$ cat config.mk
export PLATFORM = sky130hd
export DESIGN_NAME = membist_top
export DESIGN_NICKNAME = d
export VERILOG_FILES = /design/src/rtl/membist_pkg.sv /design/src/rtl/membist_regs.sv /design/src/rtl/membist_pattern.sv /design/src/rtl/membist_cksum.sv /design/src/rtl/membist_portmux.sv /design/src/rtl/membist_top.sv
export SDC_FILE = /design/constraint.sdc
export NUM_CORES = 1
export LEC_CHECK = 0
export BUFFER_PORTS_ARGS = -buffer_cell sky130_fd_sc_hd__buf_2
export CORE_UTILIZATION = 40
export DETAILED_ROUTE_END_ITERATION = 12
export GPL_TIMING_DRIVEN = 0
export REMOVE_ABC_BUFFERS = 1
export SLEW_MARGIN = 10
export SYNTH_ARGS = -nofsm -noshare
export SYNTH_HDL_FRONTEND = slang
export SYNTH_SLANG_ARGS = --single-unit
$ cat constraint.sdc
create_clock -name clk -period 5.45 [get_ports clk]
set_clock_uncertainty 0.1 [all_clocks]
set_input_delay 0 -clock clk [delete_from_list [all_inputs] [get_ports clk]]
set_output_delay 0 -clock clk [all_outputs]
set_load 0.02 [all_outputs]
$ cat src/rtl/membist_pkg.sv
package membist_pkg;
    localparam int BYTE_W  = 8;
    localparam int CKSUM_W = 16;
    localparam int ROT_W   = 3;
    localparam int REG_AW  = 2;

    typedef enum logic [1:0] {
        FILL_LFSR  = 2'b00,
        FILL_ADDR  = 2'b01,
        FILL_ROT   = 2'b10,
        FILL_RSVD  = 2'b11
    } fill_mode_e;

    typedef enum logic [1:0] {
        S_IDLE = 2'd0,
        S_LOAD = 2'd1,
        S_FILL = 2'd2
    } bist_state_e;

    // control byte bits 7:1 (bit 0 is the start/busy bit)
    typedef struct packed {
        logic [ROT_W-1:0] rot_amt;
        logic             swap;
        fill_mode_e       mode;
        logic             enable;
    } ctrl_t;

    localparam logic [REG_AW-1:0] RA_CTRL = 2'd0;
    localparam logic [REG_AW-1:0] RA_SEED = 2'd1;
    localparam logic [REG_AW-1:0] RA_CKLO = 2'd2;
    localparam logic [REG_AW-1:0] RA_CKHI = 2'd3;
endpackage

$ cat src/rtl/membist_regs.sv
module membist_regs
    import membist_pkg::*;
(
    input  logic                 clk,
    input  logic                 rst_n,
    input  logic                 reg_we,
    input  logic [REG_AW-1:0]    reg_addr,
    input  logic [BYTE_W-1:0]    reg_wdata,
    input  logic                 busy,
    input  logic [CKSUM_W-1:0]   cksum,
    output logic [BYTE_W-1:0]    reg_rdata,
    output ctrl_t                ctrl,
    output logic [BYTE_W-1:0]    seed,
    output logic                 start_req,
    output ctrl_t                req_ctrl
);
    ctrl_t             ctrl_q;
    logic [BYTE_W-1:0] seed_q;
    logic              wr_ctrl, wr_seed;

    assign wr_ctrl   = reg_we && (reg_addr == RA_CTRL) && !busy;
    assign wr_seed   = reg_we && (reg_addr == RA_SEED) && !busy;
    assign req_ctrl  = ctrl_t'(reg_wdata[BYTE_W-1:1]);
    assign start_req = wr_ctrl && reg_wdata[0];

    always_ff @(posedge clk or negedge rst_n) begin
        if (!rst_n) begin
            ctrl_q <= '0;
            seed_q <= '0;
        end else begin
            if (wr_ctrl) ctrl_q <= req_ctrl;
            if (wr_seed) seed_q <= reg_wdata;
        end
    end

    always_comb begin
        unique case (reg_addr)
            RA_CTRL: reg_rdata = {ctrl_q, busy};
            RA_SEED: reg_rdata = seed_q;
            RA_CKLO: reg_rdata = cksum[BYTE_W-1:0];
            RA_CKHI: reg_rdata = cksum[CKSUM_W-1:BYTE_W];
            default: reg_rdata = '0;
        endcase
    end

    assign ctrl = ctrl_q;
    assign seed = seed_q;

    assert_busy_freeze_R10: assert property (@(posedge clk) disable iff (!rst_n)
        (busy && $past(busy)) |-> ($stable(ctrl_q) && $stable(seed_q)));
endmodule

$ cat src/rtl/membist_pattern.sv
module membist_pattern
    import membist_pkg::*;
#(
    parameter int ADDR_W = 13
)(
    input  logic                 clk,
    input  logic                 rst_n,
    input  logic                 load,
    input  logic                 step,
    input  fill_mode_e           mode,
    input  logic [ROT_W-1:0]     rot_amt,
    input  logic [BYTE_W-1:0]    seed,
    input  logic [ADDR_W-1:0]    addr,
    output logic [BYTE_W-1:0]    data
);
    logic [BYTE_W-1:0] pat_q;

    function automatic logic [BYTE_W-1:0] lfsr_adv(input logic [BYTE_W-1:0] v);
        return {v[6:0], v[7] ^ v[5] ^ v[4] ^ v[3]};
    endfunction

    function automatic logic [BYTE_W-1:0] rotl(input logic [BYTE_W-1:0] v,
                                               input logic [ROT_W-1:0] n);
        logic [2*BYTE_W-1:0] dbl;
        dbl = {v, v} << n;
        return dbl[2*BYTE_W-1:BYTE_W];
    endfunction

    always_ff @(posedge clk or negedge rst_n) begin
        if (!rst_n) begin
            pat_q <= '0;
        end else if (load) begin
            if (mode == FILL_LFSR && seed == '0) pat_q <= 8'h01;
            else                                 pat_q <= seed;
        end else if (step) begin
            unique case (mode)
                FILL_LFSR: pat_q <= lfsr_adv(pat_q);
                FILL_ROT:  pat_q <= rotl(pat_q, rot_amt);
                default:   pat_q <= pat_q;
            endcase
        end
    end

    generate
        if (ADDR_W >= BYTE_W) begin : g_wide
            assign data = (mode == FILL_ADDR) ? addr[BYTE_W-1:0] : pat_q;
        end else begin : g_narrow
            assign data = (mode == FILL_ADDR) ? {{(BYTE_W-ADDR_W){1'b0}}, addr} : pat_q;
        end
    endgenerate

    assert_lfsr_nonzero_R4: assert property (@(posedge clk) disable iff (!rst_n)
        ($past(load) && mode == FILL_LFSR) |-> (pat_q != '0));
endmodule

$ cat src/rtl/membist_cksum.sv
module membist_cksum
    import membist_pkg::*;
(
    input  logic                 clk,
    input  logic                 rst_n,
    input  logic                 clear,
    input  logic                 add,
    input  logic                 high_lane,
    input  logic [BYTE_W-1:0]    din,
    output logic [CKSUM_W-1:0]   sum
);
    logic [CKSUM_W-1:0] acc_q;
    logic [CKSUM_W-1:0] word;
    logic [CKSUM_W:0]   raw;
    logic [CKSUM_W-1:0] folded;

    always_comb begin
        word   = high_lane ? {din, {BYTE_W{1'b0}}} : {{BYTE_W{1'b0}}, din};
        raw    = {1'b0, acc_q} + {1'b0, word};
        folded = raw[CKSUM_W-1:0] + {{(CKSUM_W-1){1'b0}}, raw[CKSUM_W]};
    end

    always_ff @(posedge clk or negedge rst_n) begin
        if (!rst_n)     acc_q <= '0;
        else if (clear) acc_q <= '0;
        else if (add)   acc_q <= folded;
    end

    assign sum = acc_q;

    assert_cksum_clear_R7: assert property (@(posedge clk) disable iff (!rst_n)
        $past(clear) |-> (acc_q == '0));
    assert_cksum_hold_R8: assert property (@(posedge clk) disable iff (!rst_n)
        (!$past(clear) && !$past(add)) |-> $stable(acc_q));
endmodule

$ cat src/rtl/membist_portmux.sv
module membist_portmux
    import membist_pkg::*;
#(
    parameter int ADDR_W = 13
)(
    input  logic                 swap,
    input  logic                 bist_we,
    input  logic [ADDR_W-1:0]    bist_addr,
    input  logic [BYTE_W-1:0]    bist_wdata,
    input  logic                 dma_we,
    input  logic [ADDR_W-1:0]    dma_addr,
    input  logic [BYTE_W-1:0]    dma_wdata,
    output logic [1:0]           port_we,
    output logic [ADDR_W-1:0]    port_addr  [2],
    output logic [BYTE_W-1:0]    port_wdata [2]
);
    genvar p;
    generate
        for (p = 0; p < 2; p++) begin : g_port
            logic use_bist;
            assign use_bist      = (swap == (p == 1));
            assign port_we[p]    = use_bist ? bist_we    : dma_we;
            assign port_addr[p]  = use_bist ? bist_addr  : dma_addr;
            assign port_wdata[p] = use_bist ? bist_wdata : dma_wdata;
        end
    endgenerate
endmodule

$ cat src/rtl/membist_top.sv
module membist_top
    import membist_pkg::*;
#(
    parameter int ADDR_W = 13
)(
    input  logic                 clk,
    input  logic                 rst_n,
    input  logic                 reg_we,
    input  logic [1:0]           reg_addr,
    input  logic [7:0]           reg_wdata,
    output logic [7:0]           reg_rdata,
    input  logic                 dma_active,
    input  logic                 rx_enabled,
    input  logic                 tx_pending,
    input  logic                 dma_we,
    input  logic [ADDR_W-1:0]    dma_addr,
    input  logic [7:0]           dma_wdata,
    output logic                 mem_a_we,
    output logic [ADDR_W-1:0]    mem_a_addr,
    output logic [7:0]           mem_a_wdata,
    output logic                 mem_b_we,
    output logic [ADDR_W-1:0]    mem_b_addr,
    output logic [7:0]           mem_b_wdata
);
    localparam logic [ADDR_W-1:0] LAST_ADDR = '1;

    bist_state_e        state_q, state_d;
    logic [ADDR_W-1:0]  cnt_q;
    ctrl_t              ctrl, req_ctrl;
    logic [BYTE_W-1:0]  seed, fill_byte;
    logic [CKSUM_W-1:0] cksum;
    logic               start_req, accept, busy;
    logic               do_load, do_write;
    logic [1:0]         port_we;
    logic [ADDR_W-1:0]  port_addr  [2];
    logic [BYTE_W-1:0]  port_wdata [2];

    assign busy   = (state_q != S_IDLE);
    assign accept = start_req && req_ctrl.enable && (req_ctrl.mode != FILL_RSVD)
                    && !dma_active && !rx_enabled && !tx_pending;

    membist_regs u_regs (
        .clk(clk), .rst_n(rst_n), .reg_we(reg_we), .reg_addr(reg_addr),
        .reg_wdata(reg_wdata), .busy(busy), .cksum(cksum), .reg_rdata(reg_rdata),
        .ctrl(ctrl), .seed(seed), .start_req(start_req), .req_ctrl(req_ctrl)
    );

    // state register
    always_ff @(posedge clk or negedge rst_n) begin
        if (!rst_n) begin
            state_q <= S_IDLE;
            cnt_q   <= '0;
        end else begin
            state_q <= state_d;
            if (do_load)       cnt_q <= '0;
            else if (do_write) cnt_q <= cnt_q + 1'b1;
        end
    end

    // next state
    always_comb begin
        state_d = state_q;
        unique case (state_q)
            S_IDLE: if (accept) state_d = S_LOAD;
            S_LOAD: state_d = S_FILL;
            S_FILL: if (cnt_q == LAST_ADDR) state_d = S_IDLE;
            default: state_d = S_IDLE;
        endcase
    end

    // outputs of the state machine
    always_comb begin
        do_load  = 1'b0;
        do_write = 1'b0;
        unique case (state_q)
            S_IDLE: ;
            S_LOAD: do_load  = 1'b1;
            S_FILL: do_write = 1'b1;
            default: ;
        endcase
    end

    membist_pattern #(.ADDR_W(ADDR_W)) u_pat (
        .clk(clk), .rst_n(rst_n), .load(do_load), .step(do_write),
        .mode(ctrl.mode), .rot_amt(ctrl.rot_amt), .seed(seed),
        .addr(cnt_q), .data(fill_byte)
    );

    membist_cksum u_ck (
        .clk(clk), .rst_n(rst_n), .clear(do_load), .add(do_write),
        .high_lane(~cnt_q[0]), .din(fill_byte), .sum(cksum)
    );

    membist_portmux #(.ADDR_W(ADDR_W)) u_mux (
        .swap(ctrl.swap), .bist_we(do_write), .bist_addr(cnt_q), .bist_wdata(fill_byte),
        .dma_we(dma_we), .dma_addr(dma_addr), .dma_wdata(dma_wdata),
        .port_we(port_we), .port_addr(port_addr), .port_wdata(port_wdata)
    );

    assign mem_a_we    = port_we[0];
    assign mem_a_addr  = port_addr[0];
    assign mem_a_wdata = port_wdata[0];
    assign mem_b_we    = port_we[1];
    assign mem_b_addr  = port_addr[1];
    assign mem_b_wdata = port_wdata[1];

    assert_start_busy_R2: assert property (@(posedge clk) disable iff (!rst_n)
        (state_q == S_IDLE && accept) |=> (state_q == S_LOAD));
    assert_reserved_ignored_R8: assert property (@(posedge clk) disable iff (!rst_n)
        (state_q == S_IDLE && start_req && req_ctrl.mode == FILL_RSVD) |=> (state_q == S_IDLE));
    assert_blocked_ignored_R8: assert property (@(posedge clk) disable iff (!rst_n)
        (state_q == S_IDLE && (dma_active || rx_enabled || tx_pending)) |=> (state_q == S_IDLE));
    assert_addr_step_R3: assert property (@(posedge clk) disable iff (!rst_n)
        (state_q == S_FILL && $past(state_q) == S_FILL) |-> (cnt_q == $past(cnt_q) + 1'b1));
    assert_fill_from_zero_R3: assert property (@(posedge clk) disable iff (!rst_n)
        (state_q == S_FILL && $past(state_q) == S_LOAD) |-> (cnt_q == '0));
endmodule

# == After elaboration in Yosys (flattened, before gate mapping) ==
# Index checks and enable logic that the tools add are counted.
# word_totals
register_bits,54
output_inout_bits,52
# op_classes
n_addsub,3
eq_ne,11
n_shift,1
mux,22
bitwise,3
n_reduce_logical,24
# op_table
op,count
$mux W13,4
$mux W16,3
$mux W8,6
$pmux W8 S4,1
$add A16 B16 Y17,1
$add A16 B1 Y16,1
$pmux W8 S2,1
$shl A16 B3 Y16,1
$add A13 B1 Y13 const B,1
$eq A13 B13 Y1 const B,1
$logic_and A1 B1 Y1,11
$eq A2 B2 Y1 const B,4
$logic_not A8 Y1,1
$eq A2 B1 Y1 const B,3
$logic_not A2 Y1,3
$ne A2 B2 Y1 const B,3
$pmux W2 S3,1
$logic_not A1 Y1,4
$mux W1,4
$mux W2,2
$reduce_and A2 Y1,2
$reduce_bool A2 Y1,2
$reduce_bool A3 Y1,1
$xor A1 B1 Y1,3

# == Longest topological paths before layout ==
# Gate-level depths: netlist of run 1.
# logic_depth
depth_word,11
mapped_depth,23

# == Cells and area by module ==
# Synthesis of run 1 repeated with hierarchy kept, for this count alone.
# unflattened
hier_cells,511
area_unflattened_um2,5292.6
# by_module_without_submodules
module,instances,cells_per_inst,area_each_um2
membist_cksum,1,243,2003.2
membist_regs,1,51,878.3
membist_top,1,90,839.6
membist_pattern,1,78,834.6
membist_portmux,1,49,737.0

# == Worst setup path before layout of run 1 ==
# Ideal clock, no wire load.
# synth_timing
path_kind,register to register
start,register u_regs.ctrl_q (netlist bit u_regs.ctrl[2])
end,"register u_ck.acc_q[15], in the netlist u_ck.sum[15]"
arrival_time_ps,4447
t_required_ps,5224
setup_slack_ps,777
path_stages_with_launch,22
synth_period_minus_slack_ps,4673
path_cell_list,dfrtp_1 > nand2b_1 > buf_1 > a21boi_0 > ha_1 > inv_1 > fa_1 > nand2b_1 > a21bo_2 > a211o_1 > o21ai_1 > o311a_1 > o21ai_0 > nand2b_1 > ha_1 > nor2b_1 > nand2_1 > nor3b_2 > nand3_1 > nor4b_4 > nand4b_1 > a221o_1
# synth_via
elab_chain_len,7
# synth_rtl
element,line_no,text
start: declaration,membist_regs.sv:17,ctrl_t ctrl_q;
start signal: assignment,membist_regs.sv:31,if (wr_ctrl) ctrl_q <= req_ctrl;
$eq A2 B1 Y1,membist_pattern.sv:46,assign data = (mode == FILL_ADDR) ? addr[BYTE_W-1:0] : pat_q;
$mux W8,membist_pattern.sv:46,
$mux W16,membist_cksum.sv:18,"word = high_lane ? {din, {BYTE_W{1'b0}}} : {{BYTE_W{1'b0}}, din};"
$add A16 B16 Y17,membist_cksum.sv:19,"raw = {1'b0, acc_q} + {1'b0, word};"
$add A16 B1 Y16,membist_cksum.sv:20,"folded = raw[CKSUM_W-1:0] + {{(CKSUM_W-1){1'b0}}, raw[CKSUM_W]};"
$mux W16,membist_cksum.sv:26,else if (add) acc_q <= folded;
$mux W16,membist_cksum.sv:25,else if (clear) acc_q <= '0;
end signal: assignment,membist_cksum.sv:26,
end: declaration,membist_cksum.sv:12,logic [CKSUM_W-1:0] acc_q;
# Every way passes these cells. The select of a mux whose other input is x is not followed.
# A chain may end at the register's enable or synchronous reset.

# == Worst setup path after layout of run 1 ==
# Ends and elaborated chain as after synthesis.

==> results.py, run 1 <==
metrics = {
    "drt": {
        "routed_wl_um": 12800,
        "routed_via_density": 5.69,
        "post-route-drc-count": 7,
        "drtPass1Iterations": 11,
        "routedWlPerCell_um": 17.6,
        "dr_total_vias": 4161,
        "drtIter0Drc": 229,
        "postRouteAntennaNets": 0,
    },
    "run_status": {
        "violations": "design-rule violations",
        "status": "finished with violations",
    },
    "clocking": {
        "cts_buffers": 5,
        "cts.clk_slew.worst_paths_ns": 0.07,
        "cts_tree": "built",
        "clock_latency_ns": 0.29,
        "clock-root-buffer": "clkbuf_16",
        "cts_buffer_depth": 2,
        "cts_max_level": 2,
        "cts.sinks": 54,
        "postCtsSetupRepairBufs": 0,
    },
    "synthesis": {
        "synth-edff-count": 0,
        "syn_inst": 508,
        "synth_area_sq_um": 4820,
        "ys_async_sr_fraction_pct": 100,
        "ys_seq_area_share_pct": 28.1,
        "ys_types": 71,
        "synth_flop_cell": "dfrtp_1",
        "avgSynthCellArea_sq_um": 9.48,
        "yosys_warnings": 0,
        "synth_seq_cells": 54,
    },
    "placed_design": {
        "dp_cells": 714,
        "place_congestion": 0.869,
        "dpl_worst_slack_ns": -0.106,
        "hpwl_um": 9850,
        "io_buffers": 89,
    },
    "min_path": {
        "min_from": "tx_pending",
        "hold_path_class": "in2reg",
        "hold_depth": 5,
        "hold_end": "state_q[0]",
    },
    "cells_and_area": {
        "final_cells": 731,
        "layout_common_cells": "buf_2 (88), dfrtp_1 (52), mux2_2 (45), nor2_1 (40), nand2_1 (38)",
        "layout_commonest_cell": "buf_2",
        "drive_gt1_share_pct": 31.3,
        "syn2layout_area_growth_pct": 17.5,
        "regArea_sq_um": 1350,
        "fill_cells": 1107,
        "multi_input_area_sq_um": 3340,
        "diodes": 0,
        "fin_nets": 648,
    },
    "grt": {
        "first_global_vias": 4101,
        "use_met2_pct": 38.2,
        "grt_overflow": 0,
        "grt_use_met3_pct": 1.63,
        "antenna_found_initial": 0,
        "gr-usage-met1_pct": 27.4,
        "top_usage_layer": "met2",
        "grt_max_degree": 55,
        "grt_usage_pct": 21.3,
        "grt_pass1_wl_um": 21100,
    },
    "power": {
        "seqPwrFrac_pct": 26.5,
        "combPwrFrac_pct": 62.7,
        "power_frac_clock_pct": 10.8,
        "power_density_nw_per_um2": 526,
        "swShare_pct": 47.6,
        "internal_power_w": 0.00156,
        "switching_power_w": 0.00142,
        "leakage_nw": 2.58,
        "peakVddDrop_v": 0.000214,
    },
    "setup_path": {
        "end_kind": "flip-flop",
        "crit_path_max_fanout": 12,
        "cp_slowest_cell": "dfrtp_1",
        "critical_path.startpoint": "u_regs.ctrl[2]",
        "reg2reg_to": "u_ck.sum[15]",
        "crit_chain": "nand2b_4, mux2i_4, nor2b_1, ha_1, o211a_1, a21bo_2, a211o_1, o21ai_1, o311a_1, o21ai_0, nand2b_1, ha_1, nor2b_1, nand2_1, nor3b_2, nand3_2, nor4b_4, nand4b_1, a221o_1",
        "reg2reg_slack_ns": 0.36,
        "worst_r2r_startpoint": "u_regs.ctrl[2]",
        "path_buf_inv": 0,
        "rr_worst_depth": 19,
        "crit_family": "simple AND/OR/NAND/NOR gates",
        "cp_slowest_stage_delay_ns": 0.43,
        "cp_data_arrival_time_ns": 5.17,
        "crit_required_ns": 5.53,
        "path_class": "reg2reg",
        "worst_setup_path_start_kind": "flip-flop",
    },
    "floorplanning": {
        "core_area_sq_um": 11600,
        "start_util_pct": 41.7,
        "top_level_ports": 90,
        "num_rows": 39,
        "die_area_sq_um": 12500,
        "die_h_um": 112,
        "die_w_um": 112,
    },
    "sta": {
        "fin_crit_ns": 5.09,
        "rsz0062_at_grt": "false",
        "hold_viol": 0,
        "slew_violations": 0,
        "fin_ws_ns": 0.358,
        "slew_headroom_pct": 31.2,
        "worst_pin_slew_ns": 1.03,
        "fmaxAchievable_mhz": 196,
        "setup_viol": 0,
        "period_share_pct": 93.4,
    },
    "job": {
        "max_cap_violations": 0,
    },
}
==> metrics by stage <==
step	power (W)	TNS (ns)	instance area [sq um]	utilization, %	hold slack (ns)
finish	0.00298	0	5660	48.9	0.0417
global route	0.00319	0	5660	48.9	0.105
CTS	0.00296	0	5610	48.5	0.0354
detailed placement	0.00261	-0.193	5350	46.3	0.150
global placement	0.00257	-0.134	5330	46.1	0.145
floorplan	0.00208	0	4710	-	-0.396
==> cells in the mapped netlist (all sizes together) (2+ instances only) <==
cell     instances  area [sq um]
mux4            16           360
nand2b           6          37.5
o211ai           6          50.1
a21oi           29           145
or3              4          25.0
buf             10          47.6
and2             2          12.5
a211o            2          17.5
a22o             2          17.5
nor2b           16           100
ha              22           275
a211oi          12           108
xnor2           15           131
inv             20          75.1
nor4             2          12.5
xor2            11          96.3
o211a            2          20.0
nand2           38           143
a21o             5          38.8
clkbuf          17          63.8
mux2i           22           220
a21boi           2          18.8
nand4b           2          17.5
nor4b            3          47.5
nand3b           4          30.0
and3             5          37.5
nor2            40           150
nand4            5          31.3
o21ai           30           150
mux2            45           507
o31ai            4          30.0
or4              2          15.0
nand3            7          35.0
dfrtp           54          1350
o2bb2ai         12           105
o21a             4          30.0
nor3b            4          35.0
nor3             6          35.0
a221oi           3          32.5
==> logic make-up (layout without fill, tap and decap cells) <==
| family | count (synthesis) | count (layout) | synth area share (%) |
|---|---|---|---|
| flops | 54 | 54 | 28.1 |
| simple gates | 149 | 149 | 16.5 |
| fa+ha+maj | 23 | 23 | 6.13 |
| mux | 83 | 83 | 22.6 |
| compound gates | 125 | 125 | 18.1 |
| buf+inv | 48 | 128 | 3.95 |
| xor+xnor | 26 | 26 | 4.73 |
==> worst register-to-register path: stages (launching register included) <==
cell	delay, ns
dfrtp_1	0.43
nand2b_4	0.31
mux2i_4	0.39
nor2b_1	0.09
ha_1	0.42
o211a_1	0.19
a21bo_2	0.24
a211o_1	0.32
o21ai_1	0.27
o311a_1	0.22
o21ai_0	0.08
nand2b_1	0.17
ha_1	0.18
nor2b_1	0.19
nand2_1	0.12
nor3b_2	0.26
nand3_2	0.21
nor4b_4	0.33
nand4b_1	0.15
a221o_1	0.31
==> how the worst max path moves through the flow <==
stage	end	slack (ns)	cells after the start
floorplan	u_ck.sum[15]	0.82	20
global placement	u_ck.sum[15]	-0.09	19
detailed placement	u_ck.sum[15]	-0.11	19
CTS	u_ck.sum[15]	0.09	19
global route	u_ck.sum[15]	0.008	20
finish	u_ck.sum[15]	0.36	19
==> area by class of cell <==
type | count | share of cell area, %
Multi-Input combinational cell | 406 | 59.0
Timing Repair Buffer | 99 | 9.86
Clock inverter | 2 | 0.221
Sequential cell | 54 | 23.9
Inverter | 21 | 1.39
Tap cell | 143 | 3.16
Clock buffer | 6 | 2.45
==> metal layers <==
layer / share of wire (%) / vias up
li1: - / 2048
met1: 44 / 2009
met2: 51 / 91
met3: 3.1 / 13
met4: 1.5 / 0
met5: 0 / -
==> power by group through the flow <==
stage / registers [W] / logic [W] / clock network, W
after floorplan: 0.000717 / 0.00136 / 0
after global placement: 0.000823 / 0.00174 / 0
after detailed placement: 0.000784 / 0.00183 / 0
after CTS: 0.000781 / 0.00185 / 0.000330
after global routing: 0.000817 / 0.00204 / 0.000342
final: 0.000790 / 0.00187 / 0.000321
==> state kept, by name (all words and copies together), names as in the netlist <==
signal	flops
u_ck.sum	16
state_q	2
u_regs.seed	8
u_pat.pat_q	8
cnt_q	13
u_regs.ctrl	7
==> repair_timing <==
| action | in CTS | in global routing |
|---|---|---|
| gates resized for setup | 5 | 10 |
| hold buffers | 9 | 0 |
| endpoints found under the setup margin | 4 | 6 |
| hold endpoints to repair | 69 | 0 |
Note: power is estimated with default switching activity, not from simulation.
==> inputs of run 2 (changes only) <==
--- a/config.mk
+++ b/config.mk
@@ -9,6 +9,7 @@
 export CORE_UTILIZATION = 40
 export DETAILED_ROUTE_END_ITERATION = 12
 export GPL_TIMING_DRIVEN = 0
+export PLACE_DENSITY = 0.59
 export REMOVE_ABC_BUFFERS = 1
 export SLEW_MARGIN = 10
 export SYNTH_ARGS = -nofsm -noshare
==> run 2 against run 1 <==
Compared with the run above:
- the flow still finishes with violations (design-rule violations)
- largest power group unchanged
- wire length barely moved
- final cell count unchanged
- highest routed layer unchanged
- design area is 0.24% higher
- fmax is 0.57% lower
==> results.py, run 2 (synthesis results as in run 1) <==
metrics = {
    "drt": {
        "drtIter0Drc": 261,
        "routedWlPerCell_um": 17.6,
        "routed_via_density": 5.71,
        "postRouteAntennaNets": 0,
        "drtPass1Iterations": 9,
        "dr_total_vias": 4174,
        "routed_wl_um": 12800,
        "post-route-drc-count": 7,
    },
    "grt": {
        "grt_usage_pct": 21.2,
        "grt_overflow": 0,
        "grt_pass1_wl_um": 21100,
        "first_global_vias": 4046,
        "antenna_found_initial": 0,
        "grt_max_degree": 55,
    },
    "clocking": {
        "cts_buffer_depth": 2,
        "cts_buffers": 5,
        "clock-root-buffer": "clkbuf_16",
        "postCtsSetupRepairBufs": 0,
        "cts.sinks": 54,
        "clock_latency_ns": 0.29,
        "cts_max_level": 2,
        "cts.clk_slew.worst_paths_ns": 0.07,
        "cts_tree": "built",
    },
    "cells_and_area": {
        "diodes": 0,
        "utilization_pct": 49.1,
        "syn2layout_area_growth_pct": 17.8,
        "fill_cells": 1116,
        "layout_commonest_cell": "buf_2",
        "fin_nets": 648,
        "layout_common_cells": "buf_2 (88), dfrtp_1 (52), mux2_2 (45), nor2_1 (40), nand2_1 (38)",
        "largest_register_ffs": 16,
        "drive_gt1_share_pct": 31.0,
    },
    "run_status": {
        "violations": "design-rule violations",
        "status": "finished with violations",
    },
    "sta": {
        "worst_pin_slew_ns": 1.04,
        "holdWs_ns": 0.0378,
        "slew_violations": 0,
        "slew_headroom_pct": 30.8,
        "fmaxAchievable_mhz": 195,
        "setup_viol": 0,
        "hold_viol": 0,
        "fin_ws_ns": 0.329,
        "period_share_pct": 94.0,
        "fin_crit_ns": 5.12,
        "rsz0062_at_grt": "false",
    },
    "power": {
        "leakage_nw": 2.61,
        "peakVddDrop_v": 0.000204,
        "power_density_nw_per_um2": 537,
    },
    "setup_path": {
        "crit_path_max_fanout": 12,
        "cp_data_arrival_time_ns": 5.19,
        "end_kind": "flip-flop",
        "worst_setup_path_start_kind": "flip-flop",
        "path_class": "reg2reg",
        "crit_required_ns": 5.52,
    },
    "floorplanning": {
        "start_util_pct": 41.7,
        "die_area_sq_um": 12500,
        "die_w_um": 112,
        "top_level_ports": 90,
        "num_rows": 39,
        "core_area_sq_um": 11600,
        "die_h_um": 112,
    },
    "placed_design": {
        "hpwl_um": 9910,
        "place_congestion": 0.893,
        "io_buffers": 89,
        "dpl_worst_slack_ns": -0.116,
    },
    "job": {
        "max_cap_violations": 0,
    },
    "min_path": {
        "hold_path_class": "in2reg",
    },
}
## run 2: cell count changes in the layout (fill, tap and decap cells not counted), sizes merged
| cell | delta |
|---|---|
| bufinv | +2 |
| clkinv | -1 |
| clkinvlp | -1 |
## run 2: layout make-up
class	instances	area (sq um)	area share, %
sequential	54	1350	23.9
clock buffer	6	139	2.45
clock inverter	2	60.1	1.06
timing repair buffer	99	558	9.83
multi-input combinational	406	3310	58.3
tap	143	179	3.15
inverter	21	78.8	1.39
## run 2: layer usage
layer / routed length [um] / vias to the layer above / GRT usage (%)
met1: 5890 / 2036 / 28.7
li1: - / 2047 / -
met5: 0 / - / 0
met3: 360 / 9 / 1.58
met4: 166 / 0 / 5.05
met2: 6420 / 82 / 36.9
## run 2: stage by stage
step           instances  area, sq um  TNS, ns  total power (W)
2_1_floorplan        481         4710        0          0.00208
3_3_place_gp         713         5330   -0.244          0.00256
3_5_place_dp         714         5350   -0.241          0.00261
4_1_cts              731         5650        0          0.00304
5_1_grt              731         5670        0          0.00327
6_report             731         5670        0          0.00305
## run 2: what timing repair did
| item | in CTS | in global routing |
|---|---|---|
| endpoints found under the hold margin | 69 | 0 |
| pin swaps | 0 | 0 |
| gates resized for setup | 3 | 6 |
| hold buffers | 9 | 0 |
| setup endpoints to repair | 4 | 6 |
## run 2: path summary, 6_finish.rpt
path / from / to / slack, ns / depth (start not counted)
setup / recovery: u_regs.ctrl[2] / u_ck.sum[15] / 0.33 / 20
hold / removal: rx_enabled / state_q[0] / 0.04 / 5
setup reg to reg: u_regs.ctrl[2] / u_ck.sum[15] / 0.33 / 20
hold reg to reg: u_regs.ctrl[0] / u_regs.ctrl[0] / 0.42 / 1
max in group asynchronous: rst_n / cnt_q[0] / 4.57 / 2
min in group asynchronous: rst_n / state_q[1] / 0.19 / 2
## run 2: critical path, stage by stage, from the launching register on
cell,delay [ns]
dfrtp_1,0.43
nand2b_4,0.26
a21boi_0,0.27
ha_1,0.23
inv_1,0.06
fa_1,0.40
nand2b_1,0.21
a21bo_2,0.24
a211o_1,0.31
o21ai_1,0.28
o311a_1,0.22
o21ai_0,0.08
nand2b_1,0.17
ha_1,0.17
nor2b_1,0.19
nand2_1,0.12
nor3b_2,0.26
nand3_2,0.22
nor4b_4,0.32
nand4b_1,0.15
a221o_1,0.31
## run 2: power breakdown
part | switching [W] | leakage [nW] | internal [W]
registers | 0.000255 | 0.699 | 0.000531
clock network | 0.000142 | 0.0971 | 0.000276
logic | 0.00101 | 1.82 | 0.000835
